[src/rtl/dial_pkg.sv]
// Shared types and code points for the pulse dialer.
// Assumes: codes arrive as 4-bit values; mode is a 2-bit select.
package dial_pkg;

    typedef enum logic [2:0] {
        ST_IDLE,
        ST_LOCK,
        ST_BREAK,
        ST_MAKE,
        ST_GAP,
        ST_FLASH,
        ST_RECOVER,
        ST_PAUSE
    } dial_state_e;

    typedef enum logic [1:0] {
        CK_NONE,
        CK_DIGIT,
        CK_PAUSE,
        CK_FLASH
    } code_kind_e;

    localparam logic [3:0] CODE_PAUSE = 4'hA;
    localparam logic [3:0] CODE_FLASH = 4'hB;

    localparam logic [1:0] MODE_P4060 = 2'b01;
    localparam logic [1:0] MODE_P3367 = 2'b10;

endpackage

[src/rtl/dial_decode.sv]
// Combinational decode of the incoming code and the timing selects.
// Produces the kind of action, the pulse count, and the break, make
// and flash lengths in milliseconds.
// Assumes: digit codes count only in a pulse mode; flash and pause are
// accepted in every mode.
module dial_decode
    import dial_pkg::*;
#(
    parameter int TIME_W    = 12,
    parameter int BRK_A_MS  = 60,
    parameter int MK_A_MS   = 40,
    parameter int BRK_B_MS  = 67,
    parameter int MK_B_MS   = 33,
    parameter int FLASH0_MS = 73,
    parameter int FLASH1_MS = 100,
    parameter int FLASH2_MS = 300,
    parameter int FLASH3_MS = 600
) (
    input  logic [3:0]        code_i,
    input  logic [1:0]        mode_i,
    input  logic              rate_sel_i,
    input  logic [1:0]        flash_sel_i,
    output code_kind_e        kind_o,
    output logic [3:0]        count_o,
    output logic [TIME_W-1:0] brk_ms_o,
    output logic [TIME_W-1:0] mk_ms_o,
    output logic [TIME_W-1:0] flash_ms_o
);

    logic              pulse_mode;
    logic [TIME_W-1:0] brk_full;
    logic [TIME_W-1:0] mk_full;

    assign pulse_mode = (mode_i == MODE_P4060) || (mode_i == MODE_P3367);

    // Classify the code into an action kind.
    always_comb begin
        kind_o = CK_NONE;
        if (code_i <= 4'd9) begin
            kind_o = pulse_mode ? CK_DIGIT : CK_NONE;
        end else if (code_i == CODE_PAUSE) begin
            kind_o = CK_PAUSE;
        end else if (code_i == CODE_FLASH) begin
            kind_o = CK_FLASH;
        end
    end

    // Digit zero sends ten pulses.
    assign count_o = (code_i == 4'd0) ? 4'd10 : code_i;

    // Pick the break/make split from the mode select.
    always_comb begin
        if (mode_i == MODE_P3367) begin
            brk_full = TIME_W'(BRK_B_MS);
            mk_full  = TIME_W'(MK_B_MS);
        end else begin
            brk_full = TIME_W'(BRK_A_MS);
            mk_full  = TIME_W'(MK_A_MS);
        end
    end

    // The double rate halves both periods, rounding down.
    assign brk_ms_o = rate_sel_i ? (brk_full >> 1) : brk_full;
    assign mk_ms_o  = rate_sel_i ? (mk_full >> 1)  : mk_full;

    // Flash break length table.
    always_comb begin
        case (flash_sel_i)
            2'b00:   flash_ms_o = TIME_W'(FLASH0_MS);
            2'b01:   flash_ms_o = TIME_W'(FLASH1_MS);
            2'b10:   flash_ms_o = TIME_W'(FLASH2_MS);
            default: flash_ms_o = TIME_W'(FLASH3_MS);
        endcase
    end

endmodule

[src/rtl/dial_timer.sv]
// Millisecond down-counter with its own clock prescaler.
// A load of V ms yields done_o in the last clock of V*TICK_DIV clocks,
// so the state that loaded it lasts exactly that many clocks.
// Assumes: the load value is never zero; a load beats a clear-free count.
module dial_timer #(
    parameter int TICK_DIV = 3580,
    parameter int TIME_W   = 12
) (
    input  logic              clk,
    input  logic              rst_n,
    input  logic              clear_i,
    input  logic              load_i,
    input  logic [TIME_W-1:0] load_ms_i,
    output logic              done_o
);

    logic [TIME_W-1:0] ms_left;
    logic              tick_wrap;

    generate
        if (TICK_DIV <= 1) begin : g_no_pre
            assign tick_wrap = 1'b1;
        end else begin : g_pre
            localparam int PRE_W = $clog2(TICK_DIV);
            logic [PRE_W-1:0] pre_cnt;

            assign tick_wrap = (pre_cnt == PRE_W'(TICK_DIV - 1));

            // Count clocks inside one millisecond, restarting on each load.
            always_ff @(posedge clk) begin
                if (!rst_n || clear_i || load_i) begin
                    pre_cnt <= '0;
                end else if (ms_left != '0) begin
                    pre_cnt <= tick_wrap ? '0 : pre_cnt + 1'b1;
                end
            end
        end
    endgenerate

    // Count the remaining milliseconds.
    always_ff @(posedge clk) begin
        if (!rst_n || clear_i) begin
            ms_left <= '0;
        end else if (load_i) begin
            ms_left <= load_ms_i;
        end else if (ms_left != '0 && tick_wrap) begin
            ms_left <= ms_left - 1'b1;
        end
    end

    assign done_o = (ms_left == TIME_W'(1)) && tick_wrap;

    p_load_nonzero_r13: assert property (@(posedge clk) disable iff (!rst_n)
        load_i |-> (load_ms_i != '0));

    p_count_down_r5: assert property (@(posedge clk) disable iff (!rst_n)
        (!load_i && !clear_i) |=> (ms_left <= $past(ms_left)));

endmodule

[src/rtl/dial_seq.sv]
// State machine of the dialer: accepts a code when idle, sequences
// the break/make pulses, gap, flash, recovery, pause and lock hold, and
// drives the timer.
// Assumes: on-hook has priority over everything; the lock hold starts on
// the clock after the hook input falls.
module dial_seq
    import dial_pkg::*;
#(
    parameter int TIME_W    = 12,
    parameter int GAP_MS    = 800,
    parameter int REC_MS    = 1000,
    parameter int PAUSE_MS  = 3600,
    parameter int LOCK_MS   = 300
) (
    input  logic              clk,
    input  logic              rst_n,
    input  logic              onhook_i,
    input  logic              lock_en_i,
    input  logic              code_vld_i,
    input  code_kind_e        kind_i,
    input  logic [3:0]        count_i,
    input  logic [TIME_W-1:0] brk_ms_i,
    input  logic [TIME_W-1:0] mk_ms_i,
    input  logic [TIME_W-1:0] flash_ms_i,
    input  logic              done_i,
    output logic              load_o,
    output logic [TIME_W-1:0] load_ms_o,
    output logic              clear_o,
    output dial_state_e       state_o
);

    dial_state_e       state;
    dial_state_e       nxt;
    logic              hook_q;
    logic [3:0]        pulses_left;
    logic [TIME_W-1:0] brk_q;
    logic [TIME_W-1:0] mk_q;
    logic              take_digit;

    // Next state and timer load selection.
    always_comb begin
        nxt       = state;
        load_o    = 1'b0;
        load_ms_o = '0;
        clear_o   = 1'b0;
        if (onhook_i) begin
            nxt     = ST_IDLE;
            clear_o = 1'b1;
        end else if (hook_q && lock_en_i) begin
            nxt       = ST_LOCK;
            load_o    = 1'b1;
            load_ms_o = TIME_W'(LOCK_MS);
        end else begin
            case (state)
                ST_IDLE: begin
                    if (code_vld_i) begin
                        case (kind_i)
                            CK_DIGIT: begin
                                nxt       = ST_BREAK;
                                load_o    = 1'b1;
                                load_ms_o = brk_ms_i;
                            end
                            CK_PAUSE: begin
                                nxt       = ST_PAUSE;
                                load_o    = 1'b1;
                                load_ms_o = TIME_W'(PAUSE_MS);
                            end
                            CK_FLASH: begin
                                nxt       = ST_FLASH;
                                load_o    = 1'b1;
                                load_ms_o = flash_ms_i;
                            end
                            default: nxt = ST_IDLE;
                        endcase
                    end
                end
                ST_BREAK: begin
                    if (done_i) begin
                        nxt       = ST_MAKE;
                        load_o    = 1'b1;
                        load_ms_o = mk_q;
                    end
                end
                ST_MAKE: begin
                    if (done_i) begin
                        load_o = 1'b1;
                        if (pulses_left == 4'd0) begin
                            nxt       = ST_GAP;
                            load_ms_o = TIME_W'(GAP_MS);
                        end else begin
                            nxt       = ST_BREAK;
                            load_ms_o = brk_q;
                        end
                    end
                end
                ST_FLASH: begin
                    if (done_i) begin
                        nxt       = ST_RECOVER;
                        load_o    = 1'b1;
                        load_ms_o = TIME_W'(REC_MS);
                    end
                end
                default: begin
                    if (done_i) begin
                        nxt = ST_IDLE;
                    end
                end
            endcase
        end
    end

    assign take_digit = (state == ST_IDLE) && (nxt == ST_BREAK);

    // State and hook history registers.
    always_ff @(posedge clk) begin
        if (!rst_n) begin
            state  <= ST_IDLE;
            hook_q <= 1'b1;
        end else begin
            state  <= nxt;
            hook_q <= onhook_i;
        end
    end

    // Pulse counter and latched timing of the current train.
    always_ff @(posedge clk) begin
        if (!rst_n) begin
            pulses_left <= '0;
            brk_q       <= '0;
            mk_q        <= '0;
        end else if (take_digit) begin
            pulses_left <= count_i - 4'd1;
            brk_q       <= brk_ms_i;
            mk_q        <= mk_ms_i;
        end else if (state == ST_MAKE && done_i && nxt == ST_BREAK) begin
            pulses_left <= pulses_left - 4'd1;
        end
    end

    assign state_o = state;

    p_onhook_idle_r10: assert property (@(posedge clk) disable iff (!rst_n)
        onhook_i |=> (state == ST_IDLE));

    p_train_continues_r1: assert property (@(posedge clk) disable iff (!rst_n)
        (state == ST_MAKE && done_i && pulses_left != 4'd0 && !onhook_i)
        |=> (state == ST_BREAK));

    p_gap_follows_r5: assert property (@(posedge clk) disable iff (!rst_n)
        (state == ST_MAKE && done_i && pulses_left == 4'd0 && !onhook_i)
        |=> (state == ST_GAP));

    p_gap_holds_r12: assert property (@(posedge clk) disable iff (!rst_n)
        (state == ST_GAP && !done_i && !onhook_i) |=> (state == ST_GAP));

    p_pulse_count_range_r1: assert property (@(posedge clk) disable iff (!rst_n)
        (pulses_left <= 4'd9));

endmodule

[src/rtl/pulse_dialer.sv]
// Top of the loop-disconnect pulse dialer: decode, sequencer and
// millisecond timer, with outputs taken from the sequencer state.
// Assumes: TICK_DIV clocks make one millisecond.
module pulse_dialer
    import dial_pkg::*;
#(
    parameter int TICK_DIV  = 3580,
    parameter int TIME_W    = 12,
    parameter int BRK_A_MS  = 60,
    parameter int MK_A_MS   = 40,
    parameter int BRK_B_MS  = 67,
    parameter int MK_B_MS   = 33,
    parameter int FLASH0_MS = 73,
    parameter int FLASH1_MS = 100,
    parameter int FLASH2_MS = 300,
    parameter int FLASH3_MS = 600,
    parameter int GAP_MS    = 800,
    parameter int REC_MS    = 1000,
    parameter int PAUSE_MS  = 3600,
    parameter int LOCK_MS   = 300
) (
    input  logic       clk,
    input  logic       rst_n,
    input  logic       onhook_i,
    input  logic       lock_en_i,
    input  logic [1:0] mode_i,
    input  logic       rate_sel_i,
    input  logic [1:0] flash_sel_i,
    input  logic [3:0] code_i,
    input  logic       code_vld_i,
    output logic       line_n_o,
    output logic       mute_n_o,
    output logic       busy_o
);

    code_kind_e        kind;
    logic [3:0]        count;
    logic [TIME_W-1:0] brk_ms;
    logic [TIME_W-1:0] mk_ms;
    logic [TIME_W-1:0] flash_ms;
    logic              tmr_load;
    logic [TIME_W-1:0] tmr_load_ms;
    logic              tmr_clear;
    logic              tmr_done;
    dial_state_e       state;

    dial_decode #(
        .TIME_W   (TIME_W),
        .BRK_A_MS (BRK_A_MS),
        .MK_A_MS  (MK_A_MS),
        .BRK_B_MS (BRK_B_MS),
        .MK_B_MS  (MK_B_MS),
        .FLASH0_MS(FLASH0_MS),
        .FLASH1_MS(FLASH1_MS),
        .FLASH2_MS(FLASH2_MS),
        .FLASH3_MS(FLASH3_MS)
    ) u_decode (
        .code_i     (code_i),
        .mode_i     (mode_i),
        .rate_sel_i (rate_sel_i),
        .flash_sel_i(flash_sel_i),
        .kind_o     (kind),
        .count_o    (count),
        .brk_ms_o   (brk_ms),
        .mk_ms_o    (mk_ms),
        .flash_ms_o (flash_ms)
    );

    dial_seq #(
        .TIME_W  (TIME_W),
        .GAP_MS  (GAP_MS),
        .REC_MS  (REC_MS),
        .PAUSE_MS(PAUSE_MS),
        .LOCK_MS (LOCK_MS)
    ) u_seq (
        .clk       (clk),
        .rst_n     (rst_n),
        .onhook_i  (onhook_i),
        .lock_en_i (lock_en_i),
        .code_vld_i(code_vld_i),
        .kind_i    (kind),
        .count_i   (count),
        .brk_ms_i  (brk_ms),
        .mk_ms_i   (mk_ms),
        .flash_ms_i(flash_ms),
        .done_i    (tmr_done),
        .load_o    (tmr_load),
        .load_ms_o (tmr_load_ms),
        .clear_o   (tmr_clear),
        .state_o   (state)
    );

    dial_timer #(
        .TICK_DIV(TICK_DIV),
        .TIME_W  (TIME_W)
    ) u_timer (
        .clk      (clk),
        .rst_n    (rst_n),
        .clear_i  (tmr_clear),
        .load_i   (tmr_load),
        .load_ms_i(tmr_load_ms),
        .done_o   (tmr_done)
    );

    // Output decode from the registered state.
    assign line_n_o = !(state == ST_BREAK || state == ST_FLASH || state == ST_LOCK);
    assign mute_n_o = !(state == ST_BREAK || state == ST_MAKE || state == ST_GAP ||
                        state == ST_FLASH || state == ST_RECOVER);
    assign busy_o   = (state != ST_IDLE);

    p_idle_quiet_r13: assert property (@(posedge clk) disable iff (!rst_n)
        !busy_o |-> (line_n_o && mute_n_o));

    p_break_muted_r6: assert property (@(posedge clk) disable iff (!rst_n)
        (!line_n_o && state != ST_LOCK) |-> !mute_n_o);

    p_onhook_outputs_r10: assert property (@(posedge clk) disable iff (!rst_n)
        onhook_i |=> (line_n_o && mute_n_o && !busy_o));

    p_lock_unmuted_r11: assert property (@(posedge clk) disable iff (!rst_n)
        (state == ST_LOCK) |-> (mute_n_o && !line_n_o));

endmodule

[config.mk]
export PLATFORM = sky130hd
export DESIGN_NAME = pulse_dialer
export DESIGN_NICKNAME = d
export VERILOG_FILES = /design/src/rtl/dial_pkg.sv /design/src/rtl/dial_decode.sv /design/src/rtl/dial_timer.sv /design/src/rtl/dial_seq.sv /design/src/rtl/pulse_dialer.sv
export SDC_FILE = /design/constraint.sdc
export NUM_CORES = 1
export LEC_CHECK = 0
export BUFFER_PORTS_ARGS = -buffer_cell sky130_fd_sc_hd__buf_4
export CAP_MARGIN = 10
export CORE_MARGIN = 5
export CORE_UTILIZATION = 49
export DETAILED_ROUTE_END_ITERATION = 10
export HOLD_SLACK_MARGIN = 0.02
export PLACE_DENSITY_LB_ADDON = 0.2
export REMOVE_ABC_BUFFERS = 1
export SLEW_MARGIN = 25
export SYNTH_ARGS = -nofsm -noshare
export SYNTH_HDL_FRONTEND = slang
export SYNTH_SLANG_ARGS = --single-unit
[constraint.sdc]
create_clock -name clk -period 8.9 [get_ports clk]
set_clock_uncertainty 0.15 [all_clocks]
set_input_delay 0.89 -clock clk [delete_from_list [all_inputs] [get_ports clk]]
set_output_delay 0.89 -clock clk [all_outputs]
set_load 0.005 [all_outputs]
==> flow_summary.json, run 1 <==
{
  "die_w_um": 86.92,
  "slew_headroom": 0.3611,
  "antenna_found_initial": 0,
  "pwr-share-seq": 0.478,
  "mostFrequentLayoutCells": "nor2_1, dfxtp_1, nand2_1, a21oi_1",
  "globalRouteOverflowTotal": 0,
  "fmax_ghz": 0.2525,
  "critPathLaunchType": "input pin",
  "worstPathRequired_ns": 8.95,
  "cp_slowest_cell": "o21ai_0",
  "intPower_w": 0.0002798,
  "routed_via_density": 6.073,
  "start_util": 0.4955,
  "cpPeakStageDelay_ns": 0.38,
  "worst-r2r-cell-count": 10,
  "crit_start": "mode_i[0]",
  "switching_share": 0.3210,
  "p_switching_w": 0.0001323,
  "hold_buffers": 0,
  "grt_use_total": 0.2091,
  "synth.largest_area_cell": "dfxtp_1",
  "ir_drop_uv": 76.67,
  "path_depth": 19,
  "cp.arrival_ns": 4.01,
  "nNetsFinal": 413,
  "post_cts_resized": 0,
  "max_cap_violations": 0,
  "ys_types": 60,
  "cp_num_buf_inv": 4,
  "area_growth_pct": 8.287,
  "critPathCaptureType": "flop",
  "place.port_buffers": 16,
  "drive_above_1_share": 0.08947,
  "drv_slew": 0,
  "period_share": 0.4450,
  "syn_area_mm2": 0.002899,
  "critPathKind": "input pin to flop",
  "drt_iter0_markers": 348,
  "clockBufferDepth": 2,
  "period_minus_slack_ns": 3.961,
  "grt_pass1_wl_mm": 12.65,
  "yosysWarningCount": 0,
  "place_congestion": 0.8739,
  "tightest_slew_ns": 0.9450,
  "avgSynthCellArea_um2": 7.856,
  "drc_errors": 0,
  "power_frac_comb": 0.222,
  "cpLargestDelayFamily": "compound AO/OA/AOI/OAI gates",
  "endpoint": "u_seq.pulses_left[2]",
  "ys_top_cells_by_area": "dfxtp_1, ha_1, nor2_1",
  "clk_pin_slew_ns": 0.08,
  "cts_num_sinks": 41,
  "crit-reg2reg-launch": "u_seq.state_o[0]",
  "clkPwrFrac": 0.300,
  "cpMostUsedCell": "ha_1",
  "ant_nets": 0,
  "dieArea_mm2": 0.007555,
  "crit_fanout": 14,
  "hold_violations": 0,
  "cts_htree_levels": 2,
  "synth_seq_area_share": 0.2831,
  "placementRows": 28,
  "synthCells": 369,
  "hold_class": "flop to flop",
  "crit_chain": "buf_4, inv_1, ha_1, nor2_1, a31oi_1, o22ai_1, inv_1, ha_1, o21ai_0, and3_1, o31ai_2, buf_4, nor2_1, a21oi_1, ha_1, nand4b_1, a21oi_1, a311oi_1, o41ai_1",
  "vias": 2763,
  "clkLatencyLatePin_ns": 0.30,
  "die_h_um": 86.92,
  "r2r-end": "u_seq.pulses_left[2]",
  "holdWs_ns": 0.3410,
  "ios": 17,
  "grt_max_degree": 20,
  "fin_util": 0.5366,
  "cts_buffers": 5,
  "tritoncts": "yes",
  "synth_top_area_share": 0.2831,
  "drtPass1Iterations": 5,
  "r2r_slack_ns": 5.54,
  "root_buffer": "clkbuf_8",
  "finalSetupViolCount": 0,
  "ys_ff_latch": 41,
  "cts_setup_buffers": 0,
  "first_global_vias": 2593,
  "synth_edf_count": 0,
  "outcome": "complete, no violations",
  "setup_tns_ns": 0,
  "nFillCells": 543,
  "p_per_area_mw_per_mm2": 131.3,
  "wl_per_cell_um": 16.54,
  "routed_wl_mm": 7.524,
  "dp_hpwl_mm": 5.620,
  "p_leak_nw": 1.232,
  "layout_commonest_cell": "nor2_1",
  "core-area_mm2": 0.005851,
  "synth_flop_cell": "dfxtp_1",
  "antenna_cells": 0,
  "rsz0062_at_grt": "no",
  "async_reset_ff_frac": 0
}
cells by family after synthesis:
group,share of synthesized area
AO/OA/AOI/OAI,0.2162
multiplexers,0.03453
XOR/XNOR,0.03928
flip-flops,0.2831
AND/OR/NAND/NOR,0.2926
buffers and inverters,0.04791
adder cells (fa/ha/maj),0.08632
area by class of cell:
class	instances	area (um2)	area share
multi-input cells	294	1939	0.6178
flip-flops and latches	41	820.8	0.2615
repair buffers	17	127.6	0.04065
well taps	75	93.84	0.02989
inverters	20	75.07	0.02391
clock buffers	6	72.57	0.02312
clock inverters	2	10.01	0.003189
state kept, by name (all words and copies together), names as in the netlist:
signal / flops
u_seq.hook_q: 1
u_seq.state_o: 3
u_seq.pulses_left: 4
u_timer.g_pre.pre_cnt: 12
u_seq.brk_q: 4
u_timer.ms_left: 12
u_seq.mk_q: 5
cells in the mapped netlist, drive strengths merged, types with 4 or more instances:
cell / number
a2bb2oi: 4
a31oi: 5
nand3: 17
inv: 20
o21ai: 15
a21o: 4
buf: 4
nand4: 11
xnor2: 6
clkbuf: 10
nor4: 5
nor4b: 4
nand2: 26
a21oi: 23
o211ai: 4
ha: 20
o31ai: 5
dfxtp: 41
xor2: 7
mux2i: 10
a211oi: 7
nor2: 50
nor3: 17
nand2b: 7
and4: 4
worst min-delay path by stage:
stage | start | end | slack, ns | cells past startpoint
2_1_floorplan | u_timer.g_pre.pre_cnt[1] | u_timer.g_pre.pre_cnt[1] | 0.31 | 2
3_3_place_gp | u_timer.g_pre.pre_cnt[1] | u_timer.g_pre.pre_cnt[1] | 0.32 | 2
3_5_place_dp | u_timer.g_pre.pre_cnt[1] | u_timer.g_pre.pre_cnt[1] | 0.33 | 2
4_1_cts | u_timer.g_pre.pre_cnt[1] | u_timer.g_pre.pre_cnt[1] | 0.34 | 2
5_1_grt | u_timer.g_pre.pre_cnt[1] | u_timer.g_pre.pre_cnt[1] | 0.38 | 2
6_report | u_timer.g_pre.pre_cnt[1] | u_timer.g_pre.pre_cnt[1] | 0.34 | 2
stage by stage:
stage          setup slack, ns   power, W  cells  area, um2
6_report                 4.939  0.0004121    455       3139
5_1_grt                  4.576  0.0004328    455       3139
4_1_cts                  4.981  0.0004126    455       3139
3_5_place_dp             4.650  0.0002906    447       3057
3_3_place_gp             4.819  0.0002900    447       3057
2_1_floorplan            4.663  0.0002626    355       2835
metal layers:
metal | global-route usage | wire length [um]
met5 | 0 | 0
met4 | 0.06091 | 141
met3 | 0.03406 | 389
met2 | 0.3320 | 3477
met1 | 0.2914 | 3516
worst register-to-register path: cells and delay by family, from the launching register on:
kind | cells | cell delay, ns
AND/OR/NAND/NOR | 3 | 1.17
AO/OA/AOI/OAI | 4 | 0.73
flip-flops | 1 | 0.50
buffers and inverters | 1 | 0.27
multiplexers | 1 | 0.23
adder cells (fa/ha/maj) | 1 | 0.21
power groups by stage:
| stage | sequential, W | combinational (W) | clock [W] |
|---|---|---|---|
| finish | 0.000197 | 0.0000915 | 0.000124 |
| global route | 0.000198 | 0.000102 | 0.000133 |
| CTS | 0.000197 | 0.0000905 | 0.000125 |
| detailed placement | 0.000201 | 0.0000898 | 0 |
| global placement | 0.000201 | 0.0000891 | 0 |
| floorplan | 0.000199 | 0.0000638 | 0 |
Power figures use the tool's default switching activity.
==> run 2, diff against run 1 <==
- ABC_AREA: default -> 1
- clock period: 8.9 -> 3.73 ns (I/O delays scaled with it)
==> flow_summary.json, run 2 <==
{
  "dpl.cell_count": 520,
  "ys_ff_latch": 41,
  "holdWs_ns": 0.1852,
  "critPathCaptureType": "flop",
  "antenna_found_initial": 0,
  "setup_tns_ns": 0,
  "max_cap_violations": 0,
  "synth_seq_area_share": 0.2835,
  "synth_compound_area_frac": 0.1802,
  "synthCells": 432,
  "ir_drop_uv": 194.8,
  "synth_xor_xnor_area_share": 0.02420,
  "ys_top_cells_by_area": "dfxtp_1, nand2_1, ha_1",
  "ant_nets": 0,
  "drc_errors": 0,
  "rsz0062_at_grt": "no",
  "nNetsFinal": 486,
  "fmax_ghz": 0.3495,
  "cpMostUsedCell": "nand2_1",
  "synth_top_family_by_area": "simple AND/OR/NAND/NOR gates",
  "cts_buffers": 5,
  "first_global_vias": 2640,
  "root_buffer": "clkbuf_8",
  "post_cts_resized": 0,
  "routed_via_density": 5.188,
  "crit_chain": "buf_4, inv_1, ha_1, nor2_1, inv_1, nand2_1, inv_1, ha_1, inv_1, a21oi_1, o31ai_1, nand2_1, nand2_1, inv_2, nor2_8, nand3_4, nand2_1, nand2_1, ha_1, nand3b_1, nand3_1, nand2_1, inv_1",
  "grt_use_total": 0.1957,
  "synth_flop_cell": "dfxtp_1",
  "fin_util": 0.5514,
  "p_switching_w": 0.0003315,
  "intPower_w": 0.0007595,
  "place.port_buffers": 16,
  "synth.largest_area_cell": "dfxtp_1",
  "routed_wl_mm": 6.749,
  "clk_pin_slew_ns": 0.08,
  "clkPwrFrac": 0.349,
  "async_reset_ff_frac": 0,
  "yosysWarningCount": 0,
  "placementRows": 28,
  "drv_slew": 0,
  "cp.arrival_ns": 2.97,
  "hold_violations": 0,
  "outcome": "complete, no violations",
  "syn_area_mm2": 0.002895,
  "critPathKind": "input pin to flop",
  "power_frac_comb": 0.222,
  "place_congestion": 0.8931,
  "finalSetupViolCount": 0,
  "pwr-share-seq": 0.429,
  "period_minus_slack_ns": 2.861,
  "p_total_w": 0.001091,
  "mostFrequentLayoutCells": "nand2_1, inv_1, nor2_1, dfxtp_1, o21ai_0",
  "cts_setup_buffers": 0,
  "clkLatencyLatePin_ns": 0.30,
  "instances_no_fill": 528,
  "nFillCells": 591,
  "hold_buffers": 0,
  "crit_fanout": 15,
  "cpPeakStageDelay_ns": 0.28,
  "synth_mux_area_frac": 0,
  "synth_edf_count": 0,
  "antenna_cells": 0,
  "die_w_um": 86.87,
  "hold_class": "input pin to flop",
  "drive_above_1_share": 0.1347,
  "dp_hpwl_mm": 5.406,
  "worstPathRequired_ns": 3.84,
  "tightest_slew_ns": 0.5243,
  "p_leak_nw": 1.392,
  "switching_share": 0.3039,
  "synth_fa_ha_area_frac": 0.08643,
  "dieArea_mm2": 0.007546,
  "drtPass1Iterations": 4,
  "p_per_area_mw_per_mm2": 340.2,
  "clockBufferDepth": 2,
  "wl_per_cell_um": 12.78,
  "synth_commonest_cells": "nand2_1, inv_1, nor2_1, dfxtp_1, o21ai_0",
  "ios": 17,
  "grt_max_degree": 16,
  "period_share": 0.7670,
  "cts_htree_levels": 2,
  "yosys.area_share.simple": 0.3155,
  "slew_headroom": 0.6492,
  "yosysMostFrequentCell": "nand2_1",
  "die_h_um": 86.87,
  "critPathLaunchType": "input pin",
  "drt_iter0_markers": 148,
  "synth_top_area_share": 0.2835,
  "start_util": 0.4978,
  "ys_types": 43,
  "area_growth_pct": 10.76,
  "tritoncts": "yes",
  "cp_slowest_cell": "ha_1",
  "cts_num_sinks": 41,
  "grt_pass1_wl_mm": 11.90,
  "layout_commonest_cell": "nand2_1",
  "avgSynthCellArea_um2": 6.702,
  "core-area_mm2": 0.005816,
  "globalRouteOverflowTotal": 0,
  "vias": 2739,
  "top_regs": "u_timer.g_pre.pre_cnt: 12 flops, u_timer.ms_left: 12 flops, u_seq.mk_q: 5 flops"
}
run 2: cells by family after synthesis:
group / Yosys count
flip-flops: 41
AO/OA/AOI/OAI: 86
adder cells (fa/ha/maj): 20
XOR/XNOR: 8
buffers and inverters: 82
AND/OR/NAND/NOR: 195
run 2: cell type report:
| type | instances | area (um2) | share of cell area |
|---|---|---|---|
| clock buffer | 7 | 86.33 | 0.02692 |
| clock inverter | 1 | 30.03 | 0.009364 |
| inverter | 78 | 292.8 | 0.09130 |
| multi-input combinational | 309 | 1755 | 0.5474 |
| sequential | 41 | 820.8 | 0.2559 |
| tap | 75 | 93.84 | 0.02926 |
| timing repair buffer | 17 | 127.6 | 0.03980 |
run 2: power by group through the flow:
stage	sequential, W	clock, W	combinational, W
after floorplan	0.000474	0	0.000178
after global placement	0.000478	0	0.000238
after detailed placement	0.000478	0	0.000240
after CTS	0.000468	0.000388	0.000242
after global routing	0.000470	0.000404	0.000276
final	0.000468	0.000381	0.000242
run 2: metrics by stage:
stage,cell area [um2],setup WS (ns)
2_1_floorplan,2869,0.8502
3_3_place_gp,3090,0.6795
3_5_place_dp,3090,0.5690
4_1_cts,3207,0.8697
5_1_grt,3207,0.5719
6_report,3207,0.8690
run 2: worst paths after layout:
path                                          from                    to  slack [ns]  cells after the start
worst min-delay path                    rate_sel_i         u_seq.mk_q[5]        0.19                      4
worst max register to register  u_timer.ms_left[1]  u_seq.pulses_left[2]        0.95                     18
worst max-delay path                     mode_i[0]  u_seq.pulses_left[2]        0.87                     23
worst min register to register      u_seq.brk_q[1]        u_seq.brk_q[1]        0.30                      2
run 2: metal layers:
metal,vias to the layer above,part of all wire,global-route usage
met4,0,0.015,0.05524
met3,11,0.049,0.03217
li1,1452,-,-
met2,59,0.46,0.3230
met5,-,0,0
met1,1217,0.48,0.2629
run 2: worst max-delay path: cells and delay by family:
family	cells	cell delay, ns
AO/OA/AOI/OAI	2	0.30
adder cells (fa/ha/maj)	3	0.68
buffers and inverters	7	0.44
AND/OR/NAND/NOR	11	1.18
==> run 3, diff against run 2 <==
- ABC_AREA: 1 -> 0
- clock period: 3.73 -> 2.91 ns (I/O delays scaled with it)
==> flow_summary.json, run 3 (synthesized netlist as in run 1, its figures left out) <==
{
  "holdWs_ns": 0.09483,
  "dieArea_mm2": 0.007555,
  "cp_slowest_cell": "ha_1",
  "vias": 2891,
  "instances_no_fill": 491,
  "max_cap_violations": 0,
  "hold_class": "input pin to flop",
  "dp_hpwl_mm": 6.075,
  "ir_drop_uv": 223.6,
  "core-area_mm2": 0.005851,
  "slew_headroom": 0.5448,
  "clkLatencyLatePin_ns": 0.30,
  "tightest_slew_ns": 0.6736,
  "fmax_ghz": 0.3506,
  "critPathKind": "input pin to flop",
  "die_h_um": 86.92,
  "postPlaceCellArea_mm2": 0.003319,
  "multi_input_area_mm2": 0.001979,
  "ant_nets": 0,
  "start_util": 0.4955,
  "cts_num_sinks": 41,
  "crit_chain": "buf_4, inv_2, ha_4, nor2_2, a31oi_1, o22ai_1, ha_1, a21oi_2, a2bb2oi_1, nor2_1, o31ai_2, buf_4, mux2i_1, ha_2, nand4b_1, a21oi_1, a311oi_1, o41ai_1",
  "outcome": "complete, no violations",
  "period_minus_slack_ns": 2.852,
  "crit_fanout": 4,
  "p_leak_nw": 1.434,
  "place.port_buffers": 16,
  "grt_max_degree": 15,
  "cpPeakStageDelay_ns": 0.31,
  "mostFrequentLayoutCells": "buf_4, nor2_1, dfxtp_1, nand2_1, a21oi_1",
  "nNetsFinal": 449,
  "p_per_area_mw_per_mm2": 406.7,
  "drt_iter0_markers": 224,
  "hold_violations": 0,
  "place_congestion": 0.9766,
  "wl_per_cell_um": 15.94,
  "area_growth_pct": 20.28,
  "finalInstanceArea_mm2": 0.003487,
  "critPathCaptureType": "flop",
  "placementRows": 28,
  "first_global_vias": 2772,
  "finalSetupViolCount": 0,
  "globalRouteOverflowTotal": 0,
  "antenna_cells": 0,
  "period_share": 0.9801,
  "cpLargestDelayFamily": "compound AO/OA/AOI/OAI gates",
  "drtPass1Iterations": 5,
  "dp_slack_ns": -0.4062,
  "clockBufferDepth": 2,
  "root_buffer": "clkbuf_8",
  "worstPathRequired_ns": 2.94,
  "rsz0062_at_grt": "yes",
  "cts_htree_levels": 2,
  "drc_errors": 0,
  "cpMostUsedCell": "buf_4",
  "top_regs": "u_timer.g_pre.pre_cnt: 12 flops, u_timer.ms_left: 12 flops, u_seq.mk_q: 5 flops",
  "cp.arrival_ns": 2.88,
  "dpl.cell_count": 482,
  "tritoncts": "yes",
  "layout_commonest_cell": "buf_4",
  "grt_pass1_wl_mm": 13.08,
  "die_w_um": 86.92,
  "drive_above_1_share": 0.1851,
  "grt_use_total": 0.2154,
  "routed_wl_mm": 7.825,
  "clk_pin_slew_ns": 0.08,
  "ios": 17,
  "nFillCells": 535,
  "cts_buffers": 5,
  "cp_num_buf_inv": 3,
  "regArea_um2": 820.8,
  "fin_util": 0.5960,
  "critPathLaunchType": "input pin",
  "antenna_found_initial": 0,
  "setup_ws_ns": 0.05785,
  "drv_slew": 0,
  "routed_via_density": 5.888
}
-- run 3: metrics by stage --
step | TNS (ns) | power (W)
final | 0 | 0.001418
after CTS | -0.008978 | 0.001413
after detailed placement | -1.125 | 0.0009271
after global routing | -0.1588 | 0.001487
after global placement | -0.6985 | 0.0009205
after floorplan | -1.778 | 0.0008031
-- run 3: metal layers --
layer	share of wire	up-vias	global-route usage
met5	0	-	0
met4	0.021	0	0.06374
met3	0.048	21	0.03122
met2	0.48	94	0.3596
met1	0.45	1334	0.2874
li1	-	1442	-
-- run 3: area by class of cell --
type / instances / area share
clock buffers: 7 / 0.02476
clock inverters: 1 / 0.008611
inverters: 20 / 0.02153
multi-input cells: 294 / 0.5676
flip-flops and latches: 41 / 0.2354
well taps: 75 / 0.02691
repair buffers: 53 / 0.1152
-- run 3: worst reg2reg max path: stages (launching register included) --
cell	delay (ns)
dfxtp_1	0.39
nor4_4	0.39
nand4_1	0.17
o21a_1	0.24
o31ai_2	0.24
buf_4	0.16
mux2i_1	0.20
ha_2	0.23
nand4b_1	0.12
a21oi_1	0.04
a311oi_1	0.24
o41ai_1	0.09
-- run 3: final timing paths --
check                                start                        to  slack, ns  cells past startpoint
setup / recovery                 mode_i[0]      u_seq.pulses_left[2]       0.06                     18
hold / removal                  rate_sel_i             u_seq.mk_q[4]       0.09                      3
setup reg to reg        u_timer.ms_left[6]      u_seq.pulses_left[2]       0.13                     11
hold reg to reg   u_timer.g_pre.pre_cnt[1]  u_timer.g_pre.pre_cnt[1]       0.35                      2
-- run 3: timing repair --
action / in CTS / in global routing
setup endpoints to repair: 1 / 6
pin swaps: 4 / 5
gates cloned: 0 / 0
hold buffers: 0 / 0
resized for setup: 3 / 9
setup buffers: 1 / 0
-- run 3: report_power, final --
group          total [W]  internal, W  switching [W]  leakage, nW
logic           0.000332     0.000149       0.000183         1.04
clock network   0.000487     0.000280       0.000207       0.0585
registers       0.000599     0.000577      0.0000216        0.332
total            0.00142      0.00101       0.000411         1.43
